[src/rtl/lfg_pkg.sv]
package lfg_pkg;
   typedef enum logic [1:0] {
      LS_RESET   = 2'd0,
      LS_WAIT_UP = 2'd1,
      LS_UP      = 2'd2,
      LS_DEAD    = 2'd3
   } lfg_state_e;
endpackage

[src/rtl/lfg_link_fsm.sv]
module lfg_link_fsm
   import lfg_pkg::*;
(
   input  logic       clk,
   input  logic       rst_n,
   input  logic       link_up_i,
   output lfg_state_e state_o,
   output logic       enter_dead_o
);
   lfg_state_e state_q, state_d;

   always_comb begin
      state_d = state_q;
      unique case (state_q)
         LS_RESET:   state_d = LS_WAIT_UP;
         LS_WAIT_UP: if (link_up_i) state_d = LS_UP;
         LS_UP:      if (!link_up_i) state_d = LS_DEAD;
         LS_DEAD:    state_d = LS_DEAD;
         default:    state_d = LS_RESET;
      endcase
   end

   always_ff @(posedge clk or negedge rst_n) begin
      if (!rst_n) state_q <= LS_RESET;
      else        state_q <= state_d;
   end

   assign state_o      = state_q;
   assign enter_dead_o = (state_q == LS_UP) && !link_up_i;


   dead_hold_chk: assert property (@(posedge clk) disable iff (!rst_n)
      state_q == LS_DEAD |=> state_q == LS_DEAD);

   wait_not_fatal_chk: assert property (@(posedge clk) disable iff (!rst_n)
      (state_q == LS_WAIT_UP && !link_up_i) |=> state_q == LS_WAIT_UP);
endmodule

[src/rtl/lfg_cpl_filter.sv]
module lfg_cpl_filter #(
   parameter int DATA_W = 32
) (
   input  logic              dead_i,
   input  logic              cpl_valid_i,
   input  logic [DATA_W-1:0] cpl_data_i,
   output logic              cpl_valid_o,
   output logic [DATA_W-1:0] cpl_data_o,
   output logic              cpl_drop_o
);
   generate
      if (DATA_W < 1) begin : g_bad_width
         $error("lfg_cpl_filter: DATA_W must be at least 1");
      end
   endgenerate

   always_comb begin
      cpl_valid_o = cpl_valid_i && !dead_i;
      cpl_drop_o  = cpl_valid_i && dead_i;
      cpl_data_o  = dead_i ? '0 : cpl_data_i;
   end
endmodule

[src/rtl/lfg_err_report.sv]
module lfg_err_report #(
   parameter int          LANE_W      = 5,
   parameter int          LEGAL_LANES = 4,
   parameter int          FUNC_W      = 3,
   parameter int unsigned ERR_FUNC    = 0,
   localparam int         STAT_W      = FUNC_W + 2
) (
   input  logic              clk,
   input  logic              rst_n,
   input  logic              enter_dead_i,
   input  logic              wreq_vld_i,
   input  logic [LANE_W-1:0] wreq_lanes_i,
   output logic              serr_o,
   output logic              wnak_o,
   output logic [STAT_W-1:0] stat_o
);
   localparam logic [LANE_W-1:0] LEGAL_V = LANE_W'(LEGAL_LANES);
   localparam logic [FUNC_W-1:0] FUNC_V  = FUNC_W'(ERR_FUNC);

   generate
      if (LEGAL_LANES >= (1 << LANE_W)) begin : g_bad_lanes
         $error("lfg_err_report: LEGAL_LANES does not fit LANE_W");
      end
      if (ERR_FUNC >= (1 << FUNC_W)) begin : g_bad_func
         $error("lfg_err_report: ERR_FUNC does not fit FUNC_W");
      end
   endgenerate

   logic serr_q, wnak_q, fatal_q, werr_q;
   logic bad_req;

   assign bad_req = wreq_vld_i && (wreq_lanes_i != LEGAL_V);

   always_ff @(posedge clk or negedge rst_n) begin
      if (!rst_n) begin
         serr_q  <= 1'b0;
         wnak_q  <= 1'b0;
         fatal_q <= 1'b0;
         werr_q  <= 1'b0;
      end else begin
         serr_q  <= enter_dead_i && !fatal_q;
         wnak_q  <= bad_req;
         fatal_q <= fatal_q || enter_dead_i;
         werr_q  <= werr_q || bad_req;
      end
   end

   assign serr_o = serr_q;
   assign wnak_o = wnak_q;
   assign stat_o = {((fatal_q || werr_q) ? FUNC_V : '0), werr_q, fatal_q};


   serr_single_chk: assert property (@(posedge clk) disable iff (!rst_n)
      serr_q |=> !serr_q);

   width_nak_chk: assert property (@(posedge clk) disable iff (!rst_n)
      (wreq_vld_i && wreq_lanes_i != LEGAL_V) |=> (wnak_o && stat_o[1]));

   serr_only_fatal_chk: assert property (@(posedge clk) disable iff (!rst_n)
      serr_o |-> stat_o[0]);
endmodule

[src/rtl/link_fatal_guard.sv]
module link_fatal_guard
   import lfg_pkg::*;
#(
   parameter int          DATA_W      = 32,
   parameter int          LANE_W      = 5,
   parameter int          LEGAL_LANES = 4,
   parameter int          FUNC_W      = 3,
   parameter int unsigned ERR_FUNC    = 0,
   localparam int         STAT_W      = FUNC_W + 2
) (
   input  logic              clk,
   input  logic              rst_n,
   input  logic              link_up_i,
   input  logic              retrain_req_i,
   output logic              retrain_en_o,
   input  logic              width_req_vld_i,
   input  logic [LANE_W-1:0] width_req_i,
   output logic              width_nak_o,
   input  logic              cpl_valid_i,
   input  logic [DATA_W-1:0] cpl_data_i,
   output logic              cpl_valid_o,
   output logic [DATA_W-1:0] cpl_data_o,
   output logic              cpl_drop_o,
   input  logic              dn_valid_i,
   input  logic              dn_ready_i,
   output logic              dn_fwd_o,
   output logic              serr_o,
   output logic [STAT_W-1:0] stat_o
);
   lfg_state_e state;
   logic       enter_dead;
   logic       dead;

   lfg_link_fsm u_fsm (
      .clk          (clk),
      .rst_n        (rst_n),
      .link_up_i    (link_up_i),
      .state_o      (state),
      .enter_dead_o (enter_dead)
   );

   assign dead = (state == LS_DEAD);

   lfg_cpl_filter #(.DATA_W(DATA_W)) u_cpl (
      .dead_i      (dead),
      .cpl_valid_i (cpl_valid_i),
      .cpl_data_i  (cpl_data_i),
      .cpl_valid_o (cpl_valid_o),
      .cpl_data_o  (cpl_data_o),
      .cpl_drop_o  (cpl_drop_o)
   );

   lfg_err_report #(
      .LANE_W      (LANE_W),
      .LEGAL_LANES (LEGAL_LANES),
      .FUNC_W      (FUNC_W),
      .ERR_FUNC    (ERR_FUNC)
   ) u_err (
      .clk          (clk),
      .rst_n        (rst_n),
      .enter_dead_i (enter_dead),
      .wreq_vld_i   (width_req_vld_i),
      .wreq_lanes_i (width_req_i),
      .serr_o       (serr_o),
      .wnak_o       (width_nak_o),
      .stat_o       (stat_o)
   );

   assign retrain_en_o = retrain_req_i && !dead;
   assign dn_fwd_o     = dn_valid_i && dn_ready_i && (state == LS_UP) && link_up_i;


   retrain_block_chk: assert property (@(posedge clk) disable iff (!rst_n)
      stat_o[0] |-> !retrain_en_o);

   cpl_gate_chk: assert property (@(posedge clk) disable iff (!rst_n)
      stat_o[0] |-> (!cpl_valid_o && (cpl_drop_o == cpl_valid_i)));

   dn_hold_chk: assert property (@(posedge clk) disable iff (!rst_n)
      (!link_up_i || stat_o[0]) |-> !dn_fwd_o);

   serr_entry_chk: assert property (@(posedge clk) disable iff (!rst_n)
      serr_o |-> $rose(stat_o[0]));
endmodule

[config.mk]
export PLATFORM = sky130hd
export DESIGN_NAME = link_fatal_guard
export DESIGN_NICKNAME = d
export VERILOG_FILES = /design/src/rtl/lfg_pkg.sv /design/src/rtl/lfg_link_fsm.sv /design/src/rtl/lfg_cpl_filter.sv /design/src/rtl/lfg_err_report.sv /design/src/rtl/link_fatal_guard.sv
export SDC_FILE = /design/constraint.sdc
export NUM_CORES = 1
export LEC_CHECK = 0
export BUFFER_PORTS_ARGS = -buffer_cell sky130_fd_sc_hd__buf_4
export CORE_AREA = 2 2 46 48
export CTS_BUF_LIST = sky130_fd_sc_hd__clkbuf_16
export CTS_CLUSTER_SIZE = 28
export DETAILED_ROUTE_END_ITERATION = 12
export DIE_AREA = 0 0 48 50
export PLACE_DENSITY = 0.92
export SLEW_MARGIN = 25
export SYNTH_ARGS = -nofsm -noshare
export SYNTH_HDL_FRONTEND = slang
export SYNTH_HIERARCHICAL = 1
export SYNTH_SLANG_ARGS = --single-unit
[constraint.sdc]
create_clock -name clk -period 2.7 [get_ports clk]
set_clock_uncertainty 0.2 [all_clocks]
set_input_delay 0.27 -clock clk [delete_from_list [all_inputs] [get_ports clk]]
set_output_delay 0.27 -clock clk [all_outputs]
set_load 0.01 [all_outputs]
Word-level counts from Yosys, hierarchy flattened
Index checks and enable logic that the tools add are counted.

$add $sub $neg: 0. Multiply operators: 0. Divide/modulo/power cells: 0. Order comparisons: 0. Equality and inequality tests: 6. Shift-type cells: 0. Mux-type cells: 4. Bitwise gates (word level): 0. Reductions and logical operators: 16.

Operator list (number): $mux W32 (1); $logic_and A1 B1 Y1 (9); $pmux W2 S4 (1); $ne A5 B3 Y1 const B (1); $eq A2 B2 Y1 const B (2); $mux W2 (2); $ne A2 B2 Y1 const B (2); $logic_not A1 Y1 (3); $eq A2 B1 Y1 const B (1); $logic_not A2 Y1 (1); $logic_or A1 B1 Y1 (2); $reduce_and A2 Y1 (1).

Register bits after elaboration: 6. Bits in latches: 0. Memory bits (writable): 0. ROM bits: 0. Memories kept: 0.

Depth between registers and ports, before layout
Depth in word-level cells: 3. Mapped depth: 3.

By module
Netlist, hierarchy kept.

Modules (own cells, without submodules): lfg_cpl_filter (instances 1, cells each 37, area an instance 231.5 um^2, seq. area each 0.0 um^2); lfg_err_report (instances 1, cells each 19, area an instance 191.4 um^2, seq. area each 100.1 um^2); lfg_link_fsm (instances 1, cells each 6, area an instance 78.8 um^2, seq. area each 50.0 um^2); link_fatal_guard (instances 1, cells each 5, area an instance 32.5 um^2, seq. area each 0.0 um^2).

Worst setup path before layout
OpenSTA, ideal clock, no wires.

Kind: reg-to-output. Start point: reg u_fsm.state_q[0] (netlist: u_fsm/state_o[0]). End point: out cpl_data_o[10]. Arrival time: 0.941 ns. Data required time: 2.230 ns. Path slack: 1.289 ns. Cell stages (with the launch flop): 4. Path through: dfrtp_1 and2_4 buf_2 nor2b_1.

Cells in the longest elaborated chain, start to end: 2.

RTL lines: start: declaration (line lfg_link_fsm.sv:10) `lfg_state_e state_q, state_d;`; start signal: assignment (line lfg_link_fsm.sv:25) `else state_q <= state_d;`; $eq A2 B2 Y1 (line link_fatal_guard.sv:42) `assign dead = (state == LS_DEAD);`; via dead (line link_fatal_guard.sv:32) `logic dead;`; $mux W32 (line lfg_cpl_filter.sv:20) `cpl_data_o = dead_i ? '0 : cpl_data_i;`; end: declaration (line link_fatal_guard.sv:22) `output logic [DATA_W-1:0] cpl_data_o,`.

The timed path passes the listed nets, and every way through them passes these cells.

Worst setup path in the final report
Start point: reg u_fsm.state_q[0] (netlist: u_fsm/state_o[0]). End point: out cpl_valid_o.

Cells in the longest elaborated chain, start to end: 3.

RTL lines: $eq A2 B2 Y1 (line link_fatal_guard.sv:42); via dead (line link_fatal_guard.sv:32); $logic_not A1 Y1 (line lfg_cpl_filter.sv:18) `cpl_valid_o = cpl_valid_i && !dead_i;`; $logic_and A1 B1 Y1 (line lfg_cpl_filter.sv:18); end: declaration (line link_fatal_guard.sv:21) `output logic cpl_valid_o,`.

The timed path passes the listed nets, and every way through them passes these cells.

==> flow_summary.toml <==
[clocking]
post_cts_hold_buffers = 1
worst_setup_hold_path_clk_slew_ns = 0.03
h-tree-depth = 1
clkSinkCount = 6
cts_inserted_buffers = 3
cts_root_buffer = "sky130_fd_sc_hd__clkbuf_16"
cts_repair_resize_count = 0
clockBufferDepth = 2
cts_post_setup_buffers_inserted = 0
clock_insertion_delay_worst_skew_ns = 0.22
cts_tree = "done"

[critical_path]
setup.worst_path.start_class = "flop"
endpoint_kind = "output pin"
worst_r2r_startpoint = "u_fsm/state_o[1]"
required_time_reported_for_the_critical_path_endpoint_ns = 2.23
critical_path_peak_fanout = 35
critPathArrivalTime_ns = 1.37
category_of_the_critical_setup_timing_path = "flop to output pin"
setup.worst_path.start = "u_fsm/state_o[0]"

[global_route]
antenna_found_initial = 0
grt_first_pass_wirelength_mm = 3.02
globalRouteOverflowTotal = 0
first_global_vias = 705
grt_max_degree = 36
track_usage_pct = 17.9

[synth]
yosys_most_used_dff = "sky130_fd_sc_hd__dfrtp_1"
synth_commonest_cells = "sky130_fd_sc_hd__nor2b_1 (33), sky130_fd_sc_hd__buf_4 (6), sky130_fd_sc_hd__dfrtp_1 (6)"
cell_types_with_the_largest_area_share_after_synthesis = "sky130_fd_sc_hd__nor2b_1 (39%), sky130_fd_sc_hd__dfrtp_1 (28%), sky130_fd_sc_hd__buf_4 (8.4%)"
post_synth_instance_area_um2 = 534
yosysWarningCount = 6
async_s_r_ff_share_synth_pct = 100
ys_ff_latch = 6
avgSynthCellArea_um2 = 7.97
synth_sequential_area_ratio_pct = 28.1
yosysTopAreaCell = "sky130_fd_sc_hd__nor2b_1"
yosysTopAreaCellShare_pct = 38.6
post-synth-top-count-cell = "sky130_fd_sc_hd__nor2b_1"
unique_masters_post_synth = 19
number_of_synthesized_flops_with_an_enable_pin = 0
syn_inst = 67

[floorplan]
initial_utilization_pct = 28.1
die_h_um = 50
placement_rows = 16
i_o_pin_cnt = 88
dieWidth_um = 48
fp.dieArea_um2 = 2400
core-area_um2 = 1900

[status]
run_status = "finished clean"

[finish]
n_antenna_cell = 0
fin_nets = 196
final_cell_area_um2 = 1240
fin_util_pct = 65.0
area_delta_synth_final_pct = 131
layout-drive-gt1-share_pct = 61.7

[timing]
finalWorstPathRequiredPeriod_ns = 1.84
period_share_pct = 68.3
finalHoldViolations = 0
final_count_of_negative_setup_slack_endpoints = 0
rsz_0062_raised_after_global_routing = "false"
count_of_final_max_slew_check_failures = 0
finalSetupTns_ns = 0
fin_ws_ns = 0.857
max_clock_freq_mhz = 543

[drt]
detail-route-antenna-nets = 0
detailed_route_wire_length_per_cell_um = 12.5
drt_pass1_iterations = 1
route.final.wire_length_mm = 2.20
drc_errors = 0
number_of_vias_per_cell = 4.09
drtIter0Drc = 0
vias = 719

[pwr]
worst_ir_drop_vdd_mv = 0.586
power.density_cell_area_nw_per_um2 = 331
leakage_nw = 0.645

[job]
cap_violations = 0

[place]
placement.setup.worst_slack_ns = 1.10
io_buffers = 84
dp_hpwl_mm = 1.86
dpl_cell_area_um2 = 1150
final_weighted_congestion_of_routability_driven_global_placement = 0.677

[hold_path]
worst_hold_path_type = "input pin to flop"
hold_path.startpoint = "width_req_i[2]"
-- where the power goes --
group	switching (W)	internal, W
Sequential	0.00000301	0.0000949
Clock	0.0000455	0.000190
Combinational	0.0000196	0.0000565
-- registers in the layout (all words and copies together) (netlist names) --
signal and cells:
u_err/serr_o 1, u_err/fatal_q 1, u_err/wnak_o 1, u_err/werr_q 1, u_fsm/state_o 2
-- layout by cell type (no fill, tap or decap), types with 2 or more instances in the layout --
cell / instances
sky130_fd_sc_hd__inv_1: 2
sky130_fd_sc_hd__nor2b_1: 33
sky130_fd_sc_hd__nand2_1: 2
sky130_fd_sc_hd__dfrtp_1: 6
sky130_fd_sc_hd__buf_4: 84
sky130_fd_sc_hd__nor2_1: 3
sky130_fd_sc_hd__a31oi_1: 2
sky130_fd_sc_hd__clkbuf_16: 3
sky130_fd_sc_hd__conb_1: 3
-- kinds of logic (layout without fill, tap and decap cells) --
kind of cell / count (synthesis) / count (layout) / synth area share, %
and+or+nand+nor: 46 / 46 / 53.9
buffers and inverters: 10 / 90 / 11.7
DFF: 6 / 6 / 28.1
AOI/OAI and AO/OA: 3 / 3 / 3.98
other: 1 / 3 / 0.702
xor gates and xnor gates: 1 / 1 / 1.64
-- final timing paths --
kind | to | slack (ns) | cells past startpoint
max | cpl_valid_o | 0.86 | 3
max in group asynchronous | u_err/fatal_q | 1.99 | 2
max reg2reg | u_err/fatal_q | 1.52 | 2
min | u_err/werr_q | 0.03 | 2
min in group asynchronous | u_err/werr_q | 0.20 | 2
min reg2reg | u_err/serr_o | 0.26 | 1
-- final cells by class --
class	count	area (um2)
Sequential cell	6	150
Multi-Input combinational cell	53	329
Inverter	2	7.51
Timing Repair Buffer	85	641
Fill cell	172	666
Tap cell	27	33.8
Clock buffer	3	75.1
-- stage by stage --
step                      power, W  hold WS, ns  cells
final                     0.000409       0.0335    176
after global routing      0.000427       0.0438    176
after CTS                 0.000414       0.0330    176
after detailed placement  0.000174       -0.121    172
after global placement    0.000171       -0.122    172
after floorplan           0.000123       -0.226     69
-- metal layers --
metal | routed length, um | share of wire (%) | GRT usage (%) | vias up
met2 | 1190 | 54 | 35.6 | 50
met4 | 52 | 2.4 | 9.46 | 0
met5 | 0 | 0 | 0 | -
met1 | 641 | 29 | 14.6 | 303
li1 | - | - | - | 360
met3 | 321 | 15 | 3.30 | 6
-- critical path: stages, from the launching register on --
cell and delay (ns):
sky130_fd_sc_hd__dfrtp_1 0.41, sky130_fd_sc_hd__and2_4 0.38, sky130_fd_sc_hd__and2b_1 0.22, sky130_fd_sc_hd__buf_4 0.13
Note: power is estimated with default switching activity, not from simulation.
